--- src/rtl/ivt_pkg.sv ---
package ivt_pkg;
  typedef enum logic [1:0] {
    PS_RUN    = 2'd0,
    PS_STOP   = 2'd1,
    PS_SETTLE = 2'd2
  } pstate_e;
endpackage

--- src/rtl/ivt_power.sv ---
module ivt_power
  import ivt_pkg::*;
(
  input  logic clk,
  input  logic rst_n,
  input  logic stop_req,
  input  logic wake,
  input  logic settle_done,
  output logic in_stop,
  output logic enter_stop,
  output logic may_count
);
  pstate_e st_q, st_d;

  always_comb begin
    st_d = st_q;
    unique case (st_q)
      PS_RUN:    if (stop_req)    st_d = PS_STOP;
      PS_STOP:   if (wake)        st_d = PS_SETTLE;
      PS_SETTLE: if (settle_done) st_d = PS_RUN;
      default:                    st_d = PS_RUN;
    endcase
  end

  always_ff @(posedge clk or negedge rst_n) begin
    if (!rst_n) st_q <= PS_RUN;
    else        st_q <= st_d;
  end

  assign in_stop    = (st_q == PS_STOP);
  assign enter_stop = (st_q == PS_RUN) && stop_req;
  assign may_count  = (st_q == PS_RUN) && !stop_req;
endmodule

--- src/rtl/ivt_count.sv ---
module ivt_count #(
  parameter int W = 8
) (
  input  logic         clk,
  input  logic         rst_n,
  input  logic         run_en,
  input  logic         may_count,
  input  logic [W-1:0] cmp_val,
  output logic         start,
  output logic         active,
  output logic         match,
  output logic [W-1:0] cnt
);
  localparam logic [W-1:0] ZERO = '0;
  localparam logic [W-1:0] ONE  = {{(W-1){1'b0}}, 1'b1};

  logic ena_q;

  always_ff @(posedge clk or negedge rst_n) begin
    if (!rst_n) ena_q <= 1'b0;
    else        ena_q <= run_en;
  end

  assign start  = run_en && !ena_q;
  assign active = run_en && may_count && !start;
  assign match  = active && (cnt == cmp_val);

  always_ff @(posedge clk or negedge rst_n) begin
    if (!rst_n)      cnt <= ZERO;
    else if (start)  cnt <= ZERO;
    else if (match)  cnt <= ZERO;
    else if (active) cnt <= cnt + ONE;
  end
endmodule

--- src/rtl/ivt_out.sv ---
module ivt_out (
  input  logic clk,
  input  logic rst_n,
  input  logic run_en,
  input  logic out_en,
  input  logic hiz_sel,
  input  logic start,
  input  logic match,
  input  logic in_stop,
  input  logic enter_stop,
  input  logic flag_clr,
  output logic irq_flag,
  output logic pin_o,
  output logic pin_oe
);
  logic tgl_q;
  logic frz_q;
  logic live;

  always_ff @(posedge clk or negedge rst_n) begin
    if (!rst_n)               tgl_q <= 1'b0;
    else if (start)           tgl_q <= 1'b0;
    else if (match && out_en) tgl_q <= !tgl_q;
  end

  assign live = run_en && out_en && tgl_q;

  always_ff @(posedge clk or negedge rst_n) begin
    if (!rst_n)          frz_q <= 1'b0;
    else if (enter_stop) frz_q <= live;
  end

  always_ff @(posedge clk or negedge rst_n) begin
    if (!rst_n)        irq_flag <= 1'b0;
    else if (match)    irq_flag <= 1'b1;
    else if (flag_clr) irq_flag <= 1'b0;
  end

  always_comb begin
    pin_oe = !(in_stop && hiz_sel);
    if (!pin_oe)      pin_o = 1'b0;
    else if (in_stop) pin_o = frz_q;
    else              pin_o = live;
  end
endmodule

--- src/rtl/ivl_timer.sv ---
module ivl_timer #(
  parameter int W = 8
) (
  input  logic         clk,
  input  logic         rst_n,
  input  logic         run_en,
  input  logic [W-1:0] cmp_val,
  input  logic         out_en,
  input  logic         hiz_sel,
  input  logic         sleep_req,
  input  logic         stop_req,
  input  logic         wake,
  input  logic         settle_done,
  input  logic         flag_clr,
  output logic         irq_flag,
  output logic         pin_o,
  output logic         pin_oe
);
  logic         in_stop, enter_stop, may_count;
  logic         start, active, match;
  logic [W-1:0] cnt;
  logic         sleep_seen;

  // sleep state leaves the timer running; kept only as an observed input
  assign sleep_seen = sleep_req;

  ivt_power u_power (
    .clk         (clk),
    .rst_n       (rst_n),
    .stop_req    (stop_req),
    .wake        (wake),
    .settle_done (settle_done),
    .in_stop     (in_stop),
    .enter_stop  (enter_stop),
    .may_count   (may_count)
  );

  ivt_count #(.W(W)) u_count (
    .clk       (clk),
    .rst_n     (rst_n),
    .run_en    (run_en),
    .may_count (may_count),
    .cmp_val   (cmp_val),
    .start     (start),
    .active    (active),
    .match     (match),
    .cnt       (cnt)
  );

  ivt_out u_out (
    .clk        (clk),
    .rst_n      (rst_n),
    .run_en     (run_en),
    .out_en     (out_en),
    .hiz_sel    (hiz_sel),
    .start      (start),
    .match      (match),
    .in_stop    (in_stop),
    .enter_stop (enter_stop),
    .flag_clr   (flag_clr),
    .irq_flag   (irq_flag),
    .pin_o      (pin_o),
    .pin_oe     (pin_oe)
  );
endmodule

--- config.mk ---
export PLATFORM = sky130hd
export DESIGN_NAME = ivl_timer
export DESIGN_NICKNAME = d
export VERILOG_FILES = /design/src/rtl/ivt_pkg.sv /design/src/rtl/ivt_power.sv /design/src/rtl/ivt_count.sv /design/src/rtl/ivt_out.sv /design/src/rtl/ivl_timer.sv
export SDC_FILE = /design/constraint.sdc
export NUM_CORES = 1
export LEC_CHECK = 0
export ABC_CLOCK_PERIOD_IN_PS = 3000
export BUFFER_PORTS_ARGS = -buffer_cell sky130_fd_sc_hd__buf_4
export CAP_MARGIN = 20
export CORE_MARGIN = 1
export CORE_UTILIZATION = 55
export CTS_BUF_LIST = sky130_fd_sc_hd__clkbuf_16
export DETAILED_ROUTE_END_ITERATION = 12
export GPL_ROUTABILITY_DRIVEN = 0
export PLACE_DENSITY = 0.8
export SLEW_MARGIN = 30
export SYNTH_ARGS = -nofsm -noshare
export SYNTH_HDL_FRONTEND = slang
export SYNTH_SLANG_ARGS = --single-unit
--- constraint.sdc ---
create_clock -name clk -period 3 [get_ports clk]
set_input_delay 0.15 -clock clk [delete_from_list [all_inputs] [get_ports clk]]
set_output_delay 0.15 -clock clk [all_outputs]
set_load 0.1 [all_outputs]
==> results.py <==
metrics = {
    "drt": {
        "routed_via_density": 5.862,
        "dr.pass1.iters": 4,
        "postRouteWirelength_mm": 1.874,
        "detailedRoute.firstIterationViolations": 9,
        "ant_nets_after_route": 0,
        "post_drt_wl_per_cell_um": 15.24,
        "routed-via-count": 721,
        "wl_met2_um": 936,
        "top_signal_layer_used": "met4",
        "met1_length_um": 851,
        "drcViolationCount": 0,
        "met3RoutedLength_um": 73,
    },
    "final_layout": {
        "antenna-diode-count": 0,
        "ff_latch_area_um2": 350.3,
        "final_layout_size_suffix_gt1_share_pct": 25.93,
        "final_util_pct": 79.67,
        "area_growth_syn_to_layout_pct": 29.85,
        "multi_input_comb_area_um2": 465.4,
        "finalNetCount": 128,
        "fillerInstances": 95,
    },
    "floorplan": {
        "die_area_um2": 1684,
        "initial_core_utilization_pct": 61.36,
        "fp.dieW_um": 41.04,
        "core.rowCount": 13,
        "chipHeight_um": 41.04,
        "ioPinCount": 21,
        "core-area_um2": 1366,
    },
    "timing": {
        "maxSlewViolCount": 0,
        "maximum_achievable_frequency_mhz": 557.7,
        "tightestPinTransition_ps": 654.0,
        "finalCriticalPeriod_ps": 1793,
        "slew-limit-headroom_pct": 56.11,
        "report.final.hold_viol_count": 0,
        "final.setup.tns_ps": 0,
        "setup_repair_after_global_routing_missed_its_margin": "false",
        "period_share_pct": 59.77,
        "timing.clock.skew_ps": 3.246,
        "timing.final.ws_setup_ps": 1207,
        "finalSetupViolations": 0,
    },
    "critical_path": {
        "worst_setup_path_start_kind": "register",
        "critical_path_peak_fanout": 8,
        "critical_path.endpoint_type": "register",
        "worst_path_dominant_cell_family": "compound AO/OA/AOI/OAI gates",
        "required_time_at_the_endpoint_of_the_critical_path_ps": 3130,
        "delay_contributed_by_the_slowest_stage_of_the_critical_path_ps": 480,
        "timing.critical_path.slowest_stage_cell": "nor4_4",
        "timing.critical_path.arrival_ps": 1920,
        "worstPathBufferInverterCount": 0,
        "critical_path_class": "reg2reg",
        "list_of_cells_traversed_by_the_critical_path": "xor2_1 -> nor4_4 -> a21oi_2 -> a221o_1",
    },
    "cts": {
        "cts_root_buffer": "clkbuf_16",
        "tritoncts.num_buffers": 3,
        "post_cts_resized": 0,
        "cts.clk_slew.worst_paths_ps": 50,
        "cts_tree": "built",
        "worst_skew_late_latency_ps": 240,
        "clock_path_buffers": 2,
        "number_of_clock_sinks": 14,
        "cts-htree-levels": 1,
    },
    "yosys": {
        "synth_fp_nets": 103,
        "synth-xor-area-share_pct": 9.403,
        "largest_family_of_logic_cells_by_synthesized_area": "simple AND/OR/NAND/NOR gates",
        "post_synth_mux_area_share_pct": 3.731,
        "post_synth_inst_count": 84,
        "adder_and_majority_gate_portion_of_the_synthesized_area_pct": 1.493,
        "post_synth_and_or_nand_nor_area_fraction_pct": 22.39,
        "synth.ff_latch_count": 14,
        "syn_area_um2": 838.3,
        "netlist-cell-type-count": 29,
        "synth_area_per_cell_um2": 9.980,
        "yosys_warnings": 0,
        "synth.yosys.seq_area_share_pct": 41.79,
        "post_synthesis_compound_gate_area_fraction_pct": 18.51,
    },
    "grt": {
        "antenna_found_initial": 0,
        "grt_start_max_net_pins": 15,
        "grt_pass1_wl_mm": 2.773,
        "gr-usage-all-layers_pct": 26.33,
        "first_global_vias": 633,
        "globalRouteOverflowTotal": 0,
    },
    "outcome": {
        "status": "finished, final reports clean",
    },
    "power_and_ir_drop": {
        "total_power_uw": 575.8,
        "power.net_switching_uw": 156.8,
        "power.share.sequential_pct": 38.0,
        "power_frac_comb_pct": 18.0,
        "swShare_pct": 27.23,
        "vdd_drop_max_mv": 0.5708,
        "power_leakage_nw": 0.5116,
        "clockPowerShare_pct": 44.0,
        "power_density_nw_per_um2": 528.9,
        "design_internal_power_uw": 419.0,
    },
    "worst_hold_path": {
        "hold_path_class": "in2reg",
    },
    "flow_run": {
        "max_cap_violations": 0,
    },
    "place": {
        "hpwl_mm": 1.244,
        "port_buffers": 19,
        "place_worst_setup_slack_ps": 1239,
    },
}
[cells by family (layout without fill, tap and decap cells)]
| family | Yosys count | count (layout) |
|---|---|---|
| xor gates and xnor gates | 9 | 9 |
| adders and majority gates | 1 | 1 |
| muxes | 3 | 3 |
| buffers and inverters | 6 | 30 |
| and+or+nand+nor | 30 | 30 |
| AOI/OAI and AO/OA | 21 | 21 |
| DFF | 14 | 14 |
[power groups by stage]
stage                     Clock, mW  Combinational (mW)  Sequential, mW
final                         0.253               0.104           0.219
after global routing          0.262               0.114           0.220
after global placement            0              0.0989           0.219
after detailed placement          0               0.101           0.220
after CTS                     0.256               0.104           0.218
after floorplan                   0              0.0670           0.217
[routing by layer]
layer | vias up | GRT usage (%)
met1 | 343 | 30.98
li1 | 360 | -
met5 | - | 0
met2 | 16 | 45.31
met4 | 0 | 10.00
met3 | 2 | 6.522
[cells in the mapped netlist]
cell type,instances,area (um2)
a21oi_2,1,8.760
mux2i_1,2,20.02
a21o_1,2,15.01
nand3b_1,1,7.510
a22o_1,2,17.52
or2_2,2,12.51
a221oi_1,2,17.52
dfrtp_1,14,350.3
mux2_2,1,11.26
ha_1,1,12.51
nor3_1,2,10.01
a221o_1,3,30.03
or3_1,1,6.260
xnor2_1,1,8.760
xor2_1,8,70.07
o21ai_1,1,5.000
o21ai_0,6,30.03
nor2_1,2,7.510
and2_1,3,18.77
nand2b_1,1,6.260
o2111ai_1,1,8.760
nor4_4,2,42.54
a21oi_1,1,5.000
nand2_1,7,26.28
nand4_1,2,12.51
nand3_1,5,25.02
a2111oi_0,2,17.52
nor2b_1,2,12.51
inv_1,6,22.52
[area by class of cell]
| type | count | area share [%] |
|---|---|---|
| multi-input combinational | 64 | 42.76 |
| sequential | 14 | 32.18 |
| timing repair buffer | 20 | 14.02 |
| clock buffer | 3 | 6.897 |
| inverter | 6 | 2.069 |
| tap | 15 | 1.724 |
| clock inverter | 1 | 0.3448 |
[cells in the final DEF, fill, tap and decap left out, drive strengths merged, types with 2 or more instances in the layout]
| master | n |
|---|---|
| inv | 6 |
| nand3 | 5 |
| nand4 | 2 |
| a221o | 3 |
| nor2b | 2 |
| nand2 | 7 |
| buf | 19 |
| a21o | 2 |
| and2 | 3 |
| o21ai | 7 |
| a221oi | 2 |
| a21oi | 2 |
| nor3 | 2 |
| clkbuf | 3 |
| nor2 | 2 |
| or2 | 2 |
| a22o | 2 |
| a2111oi | 2 |
| nor4 | 2 |
| dfrtp | 14 |
| mux2i | 2 |
| xor2 | 8 |
[sequential cells by signal (all words and copies together) (netlist names)]
name / flops
u_out.frz_q: 1
u_power.st_q: 2
u_count.cnt: 8
u_count.ena_q: 1
u_out.irq_flag: 1
u_out.tgl_q: 1
[worst register-to-register path, stage by stage (launching register included)]
cell and delay, ps:
dfrtp_1 450, xor2_1 200, nor4_4 480, a21oi_2 190
a221o_1 350
[per-stage QoR]
stage | cell area (um2) | hold WS [ps] | std cells
6_report | 1089 | 57.84 | 123
5_1_grt | 1089 | 60.41 | 123
4_1_cts | 1089 | 53.94 | 123
3_5_place_dp | 999.7 | 3.571 | 118
3_3_place_gp | 999.7 | 2.831 | 118
2_1_floorplan | 838.3 | -145.6 | 84
[path summary, 6_finish.rpt]
path / startpoint / end / slack [ps] / cells past startpoint
worst max-delay path: u_count.cnt[2]$_DFFE_PN0P_ / u_count.cnt[2]$_DFFE_PN0P_ / 1210 / 4
worst min-delay path: run_en / u_count.ena_q$_DFF_PN0_ / 60 / 1
worst max register to register: u_count.cnt[2]$_DFFE_PN0P_ / u_count.cnt[2]$_DFFE_PN0P_ / 1210 / 4
worst min register to register: u_out.tgl_q$_DFFE_PN0P_ / u_out.tgl_q$_DFFE_PN0P_ / 480 / 1
max in group asynchronous: rst_n / u_power.st_q[0]$_DFFE_PN0P_ / 2500 / 2
min in group asynchronous: rst_n / u_count.cnt[5]$_DFFE_PN0P_ / 330 / 2
[repair_timing]
| item | 4_1_cts | 5_1_grt |
|---|---|---|
| setup buffers | 0 | 0 |
| hold buffers | 1 | 0 |
| hold endpoints to repair | 14 | 0 |
Note: power is estimated with default switching activity, not from simulation.
